<file path="src/rtl/seed_mixer_pkg.sv">
package seed_mixer_pkg;
  localparam int SEED_W = 64;
  // Galois mask for x^64 + x^63 + x^61 + x^60 + 1, right-shifting form
  localparam logic [SEED_W-1:0] TAP_MASK  = 64'hD800_0000_0000_0000;
  localparam logic [SEED_W-1:0] LFSR_INIT = 64'h9E37_79B9_7F4A_7C15;

  typedef struct packed {
    logic absorb;   // step accumulator with entropy injection
    logic advance;  // step accumulator without entropy
    logic emit;     // last advance step: publish a seed
  } mixStrobes_t;
endpackage

</file>
<file path="src/rtl/seed_sync.sv">
module seed_sync #(
  parameter int STAGES = 2
) (
  input  logic clk,
  input  logic rstN,
  input  logic d,
  output logic q
);
  logic [STAGES-1:0] chain;

  always_ff @(posedge clk or negedge rstN) begin
    if (!rstN) chain <= '0;
    else       chain <= {chain[STAGES-2:0], d};
  end

  assign q = chain[STAGES-1];
endmodule

</file>
<file path="src/rtl/seed_mixer_ctrl.sv">
module seed_mixer_ctrl
  import seed_mixer_pkg::*;
#(
  parameter int CAPTURE_CYCLES = 128,
  parameter int ADVANCE_STEPS  = 64
) (
  input  logic        clk,
  input  logic        rstN,
  input  logic        seedReq,
  output mixStrobes_t strobes,
  output logic        ready,
  output logic        earlyReq
);
  localparam int MAX_CNT = (CAPTURE_CYCLES > ADVANCE_STEPS) ? CAPTURE_CYCLES : ADVANCE_STEPS;
  localparam int CNT_W   = $clog2(MAX_CNT) + 1;
  localparam logic [CNT_W-1:0] CAP_LAST = CNT_W'(CAPTURE_CYCLES - 1);
  localparam logic [CNT_W-1:0] ADV_LAST = CNT_W'(ADVANCE_STEPS - 1);

  typedef enum logic [1:0] {CAPTURE, IDLE, ADVANCE} ctrlState_t;

  ctrlState_t state;
  logic [CNT_W-1:0] count;

  always_ff @(posedge clk or negedge rstN) begin
    if (!rstN) begin
      state    <= CAPTURE;
      count    <= '0;
      earlyReq <= 1'b0;
    end else begin
      unique case (state)
        CAPTURE: begin
          if (seedReq) earlyReq <= 1'b1;
          if (count == CAP_LAST) begin
            state <= IDLE;
            count <= '0;
          end else begin
            count <= count + 1'b1;
          end
        end
        IDLE: begin
          if (seedReq) begin
            state <= ADVANCE;
            count <= '0;
          end
        end
        ADVANCE: begin
          if (count == ADV_LAST) begin
            state <= IDLE;
            count <= '0;
          end else begin
            count <= count + 1'b1;
          end
        end
        default: state <= CAPTURE;
      endcase
    end
  end

  always_comb begin
    strobes.absorb  = (state == CAPTURE);
    strobes.advance = (state == ADVANCE);
    strobes.emit    = (state == ADVANCE) && (count == ADV_LAST);
  end

  assign ready = (state != CAPTURE);
endmodule

</file>
<file path="src/rtl/seed_mixer_dp.sv">
module seed_mixer_dp
  import seed_mixer_pkg::*;
#(
  parameter int NUM_SRC     = 4,
  parameter int SYNC_STAGES = 2
) (
  input  logic              clk,
  input  logic              rstN,
  input  logic [NUM_SRC-1:0] entropyIn,
  input  logic [SEED_W-1:0] extSeed,
  input  logic              extValid,
  input  mixStrobes_t       strobes,
  output logic [SEED_W-1:0] seedOut,
  output logic              seedValid
);
  logic [NUM_SRC-1:0] syncBits;
  logic               mixBit;
  logic [SEED_W-1:0]  lfsr, lfsrNext, extReg, sessCount;

  for (genvar g = 0; g < NUM_SRC; g++) begin : g_sync
    seed_sync #(.STAGES(SYNC_STAGES)) u_sync (
      .clk  (clk),
      .rstN (rstN),
      .d    (entropyIn[g]),
      .q    (syncBits[g])
    );
  end

  assign mixBit = ^syncBits;

  always_comb begin
    lfsrNext = {1'b0, lfsr[SEED_W-1:1]} ^ (lfsr[0] ? TAP_MASK : '0);
    lfsrNext[SEED_W-1] = lfsrNext[SEED_W-1] ^ (strobes.absorb & mixBit);
    if (lfsrNext == '0) lfsrNext = LFSR_INIT;
  end

  always_ff @(posedge clk or negedge rstN) begin
    if (!rstN) begin
      lfsr      <= LFSR_INIT;
      extReg    <= '0;
      sessCount <= '0;
      seedOut   <= '0;
      seedValid <= 1'b0;
    end else begin
      if (strobes.absorb || strobes.advance) lfsr <= lfsrNext;
      if (extValid) extReg <= extSeed;
      seedValid <= strobes.emit;
      if (strobes.emit) begin
        seedOut   <= lfsrNext ^ extReg ^ sessCount;
        sessCount <= sessCount + 1'b1;
      end
    end
  end
endmodule

</file>
<file path="src/rtl/seed_mixer.sv">
module seed_mixer
  import seed_mixer_pkg::*;
#(
  parameter int NUM_SRC        = 4,
  parameter int CAPTURE_CYCLES = 128,
  parameter int ADVANCE_STEPS  = 64
) (
  input  logic               clk,
  input  logic               rstN,
  input  logic [NUM_SRC-1:0] entropyIn,
  input  logic [63:0]        extSeed,
  input  logic               extValid,
  input  logic               seedReq,
  output logic [63:0]        seedOut,
  output logic               seedValid,
  output logic               ready,
  output logic               earlyReq
);
  mixStrobes_t strobes;

  seed_mixer_ctrl #(
    .CAPTURE_CYCLES (CAPTURE_CYCLES),
    .ADVANCE_STEPS  (ADVANCE_STEPS)
  ) u_ctrl (
    .clk      (clk),
    .rstN     (rstN),
    .seedReq  (seedReq),
    .strobes  (strobes),
    .ready    (ready),
    .earlyReq (earlyReq)
  );

  seed_mixer_dp #(
    .NUM_SRC     (NUM_SRC),
    .SYNC_STAGES (2)
  ) u_dp (
    .clk       (clk),
    .rstN      (rstN),
    .entropyIn (entropyIn),
    .extSeed   (extSeed),
    .extValid  (extValid),
    .strobes   (strobes),
    .seedOut   (seedOut),
    .seedValid (seedValid)
  );
endmodule

</file>
<file path="config.mk">
export PLATFORM = sky130hd
export DESIGN_NAME = seed_mixer
export DESIGN_NICKNAME = d
export VERILOG_FILES = /design/src/rtl/seed_mixer_pkg.sv /design/src/rtl/seed_sync.sv /design/src/rtl/seed_mixer_ctrl.sv /design/src/rtl/seed_mixer_dp.sv /design/src/rtl/seed_mixer.sv
export SDC_FILE = /design/constraint.sdc
export NUM_CORES = 1
export LEC_CHECK = 0
export ABC_AREA = 1
export BUFFER_PORTS_ARGS = -buffer_cell sky130_fd_sc_hd__buf_2
export CAP_MARGIN = 30
export CORE_ASPECT_RATIO = 0.6
export CORE_UTILIZATION = 45
export DETAILED_ROUTE_END_ITERATION = 7
export GPL_TIMING_DRIVEN = 0
export HOLD_SLACK_MARGIN = 0.12
export PLACE_DENSITY = 0.64
export SLEW_MARGIN = 0
export SYNTH_ARGS = -nofsm -noshare
export SYNTH_HDL_FRONTEND = slang
export SYNTH_HIERARCHICAL = 1
export SYNTH_SLANG_ARGS = --single-unit
</file>
<file path="constraint.sdc">
create_clock -name clk -period 3 [get_ports clk]
set_input_delay 0.6 -clock clk [delete_from_list [all_inputs] [get_ports clk]]
set_output_delay 0.6 -clock clk [all_outputs]
set_load 0.005 [all_outputs]
</file>
==> results by group <==
Hold path
  • HP Class: input port to flop
  • Min-Delay Path Depth: 1
  • Hold EP: u_dp/g_sync[2].u_sync/chain[0]
  • Min-delay src: entropyIn[2]

Yosys
  • Post-synthesis async set-or-reset flop share: 100%
  • Seq cells post-synth: 276
  • Synth unique cells: between 40 and 50
  • Post-synthesis sequential area ratio: between 40% and 50%
  • Syn Nets: 1,670
  • Post-Syn Area: about 0.014 mm²
  • Synth Warn #: 6
  • Commonest register cell after synthesis: dfrtp_1
  • Number of enable flip-flop cells after synthesis: 0
  • Syn Area/Cell: roughly 8.8 µm²
  • Post-synth top cells: nand2_1 (344), dfrtp_1 (238), inv_1 (178)
  • Dominant cell type by area after synthesis: dfrtp_1
  • Post-Syn Instances: 1,591
  • Synth top area share: a little over two fifths
  • Synth area leaders: dfrtp_1 (43%), nand2_1 (9.2%), dfstp_2 (7.1%), xor2_1 (6.1%), mux2_2 (5.3%)
  • Most common cell in the synthesized netlist: nand2_1

Drt
  • Metal-1 WL: between 15,000 and 20,000 µm
  • Antenna viol nets, final: 0
  • Final WL: around 37,000 µm
  • Drt first pass iters: 5
  • Wirelength per Cell: around 17 µm
  • DR vias: roughly 11,000
  • Max layer used: met4
  • Vias per cell: a little over 5
  • Routed wl met2: between 10,000 and 15,000 µm
  • Iteration-0 DRC Markers: ~810
  • DR WL met3: approximately 2600 µm
  • Remaining DRCs: 0

Floorplanning
  • Die area: about 0.032 mm²
  • Die X: ~230 µm
  • Die height: between 100 and 150 µm
  • Top-level I/O count: between 100 and 150
  • Rows: 49
  • Initial Utilization: a little under half
  • Core area: 0.0303 mm²

Clocking
  • Sink Count: ~280
  • H-tree depth: 1
  • Clock Tree Root: clkbuf_16
  • CTS max path bufs: 3
  • TritonCTS clock tree: built
  • TritonCTS Buffers: 28
  • Clk Latency, worst-skew pair: between 500 and 600 ps
  • CTS clk-pin slew, worst paths: 60 ps

Worst setup path
  • Worst EP arrival: 3220 ps
  • CP endpoint kind: flop
  • Reg2Reg Capture Point: u_dp/sessCount[56]
  • CP delay by family, top: simple AND/OR/NAND/NOR gates
  • R2R Path Start: u_ctrl/count[0]
  • CP Class: flop to flop
  • Largest stage delay, worst path: 400 ps
  • Worst-path cell chain: ha_1 -> nand2_2 -> nor2_4 -> nand2_2 -> nor2_1 -> clkbuf_4 -> nand2_2 -> nor2_4 -> inv_2 -> nor2_8 -> nand3_1 -> nor2_4 -> nand3_1 -> xor2_1 -> inv_1
  • WP data required: about 3400 ps
  • Reg2Reg Setup Slack: about 220 ps
  • Slowest stage cell, crit path: dfrtp_1
  • Worst Setup Start Kind: flop
  • CP max FO: 9
  • CP bufs+invs: 3
  • Path depth of the worst reg2reg path: 15

STA
  • Slew margin rel.: between 30 and 40%
  • Setup violators final: 0
  • Fmax achieved: 359 MHz
  • Hold Violations, Final: 0
  • Final Cycle Share: between 90 and 100%
  • Clock Skew: 23.7 ps
  • Fin Setup TNS: 0 ps
  • Worst-Margin Slew: approximately 970 ps
  • Final worst slack: approximately 220 ps
  • Minimum clock period: ~2800 ps
  • Pins Over Slew Limit: 0

GRT
  • Largest net degree at the start of global routing: around 120
  • Vias in the first global route: around 11,000
  • Remaining global-route overflow: 0
  • Global-route wire length before repair: a little under 60,000 µm
  • Initial antenna violation count: 0
  • GRT Total Usage: roughly a quarter

Final layout
  • Filler cells: about 2,800
  • Layout cells sized above 1: roughly a fifth
  • Non-Filler Instances: between 2,000 and 2,500
  • Ant diodes: 0
  • Post-layout util: 53.7%
  • Post-layout net count: between 1,500 and 2,000
  • Footprint of the multi-input gates: a little over 0.006 mm²
  • Area growth, synth to finish: 16.2%
  • Storage cell area: ~0.0070 mm²

Power and ir drop
  • Peak supply drop: just under 0.4 mV
  • Total Power: 0.00841 W
  • Lkg Pwr: ~8.2 nW
  • PwrDens: 517 mW/mm²

Placed design
  • DP Wirelength: between 20,000 and 30,000 µm
  • Port Buffers: 137
  • DP Cell Count: approximately 2,100
  • Worst slack at placement: -63.3 ps
  • Final GP Congestion: approximately 0.94

Run status
  • Run status: finished, final reports clean

Job
  • Max cap viols: 0
[cells by family after synthesis]
kind of cell	count (synthesis)	synth area share, %
DFF	276	49.7
buffers and inverters	241	6.80
and+or+nand+nor	717	22.9
xor gates and xnor gates	144	9.11
adders and majority gates	7	0.625
AOI/OAI and AO/OA	140	5.57
muxes	66	5.31
[worst max-delay path by stage]
stage                                from                  to  slack (ps)  cells after the start
final                     u_ctrl/count[0]  u_dp/sessCount[56]         220                     15
after floorplan           u_ctrl/count[0]  u_dp/sessCount[46]         730                     17
after global placement               rstN    u_dp/seedOut[29]       -3800                      1
after detailed placement  u_ctrl/state[0]       u_dp/lfsr[34]         -60                      7
after global routing      u_ctrl/count[0]  u_dp/sessCount[56]         -20                     15
after CTS                 u_ctrl/state[0]    u_dp/seedOut[43]          10                     10
[worst register-to-register path: stages (launching register included)]
cell and delay [ps]:
dfrtp_1 400, ha_1 220, nand2_2 100, nor2_4 120, nand2_2 90, nor2_1 160, clkbuf_4 270, nand2_2 110
nor2_4 130, inv_2 80, nor2_8 190, nand3_1 210, nor2_4 230, nand3_1 140, xor2_1 170, inv_1 60
[metrics by stage]
step	area (µm²)	hold slack (ps)
floorplan	14000	304
global placement	15200	335
detailed placement	15300	344
CTS	16200	137
global route	16300	133
finish	16300	159
[cell usage in the layout, fill, tap and decap left out, drive strengths merged]
cell type / instances
nand2: 358
dfrtp: 238
inv: 183
nor2: 164
buf: 162
nand3: 126
xor2: 98
o21ai: 92
clkbuf: 82
mux2: 66
xnor2: 46
a21oi: 45
dfstp: 38
nor3: 31
nand4: 24
ha: 7
clkinv: 6
nor4: 4
and2: 4
or2: 3
bufinv: 2
nand3b: 2
o21bai: 2
dlygate4sd3: 1
o211ai: 1
nor3b: 1
[routing by layer]
layer | vias up | GRT usage, %
li1 | 5421 | -
met1 | 5281 | 38.1
met2 | 343 | 32.1
met3 | 48 | 4.63
met4 | 0 | 4.32
met5 | - | 0
[flip-flops by register name, indices dropped and copies added (netlist names)]
signal and cells:
u_dp/sessCount 64, u_ctrl/count 8, u_dp/g_sync.u_sync/chain 8, u_dp/seedValid 1, u_dp/lfsr 64, u_ctrl/state 2, u_dp/extReg 64, u_ctrl/earlyReq 1
u_dp/seedOut 64
[area by class of cell]
class | count | share of cell area (%)
Timing Repair Buffer | 143 | 4.86
Clock inverter | 8 | 0.623
Clock buffer | 44 | 5.11
Inverter | 183 | 4.22
Sequential cell | 276 | 42.7
Buffer | 58 | 1.68
Multi-Input combinational cell | 1074 | 37.6
Tap cell | 408 | 3.14
[timing repair]
action	in CTS	in global routing
buffers inserted	0	2
pin swaps	0	2
hold buffers	1	0
endpoints found under the hold margin	34	0
endpoints found under the setup margin	10	43
gates resized for setup	1	14
[power breakdown]
| part | switching, W | internal (W) |
|---|---|---|
| clock | 0.00149 | 0.00208 |
| combinational | 0.000452 | 0.000329 |
| sequential | 0.000133 | 0.00393 |
No activity file was read; power rests on OpenSTA's default activity.
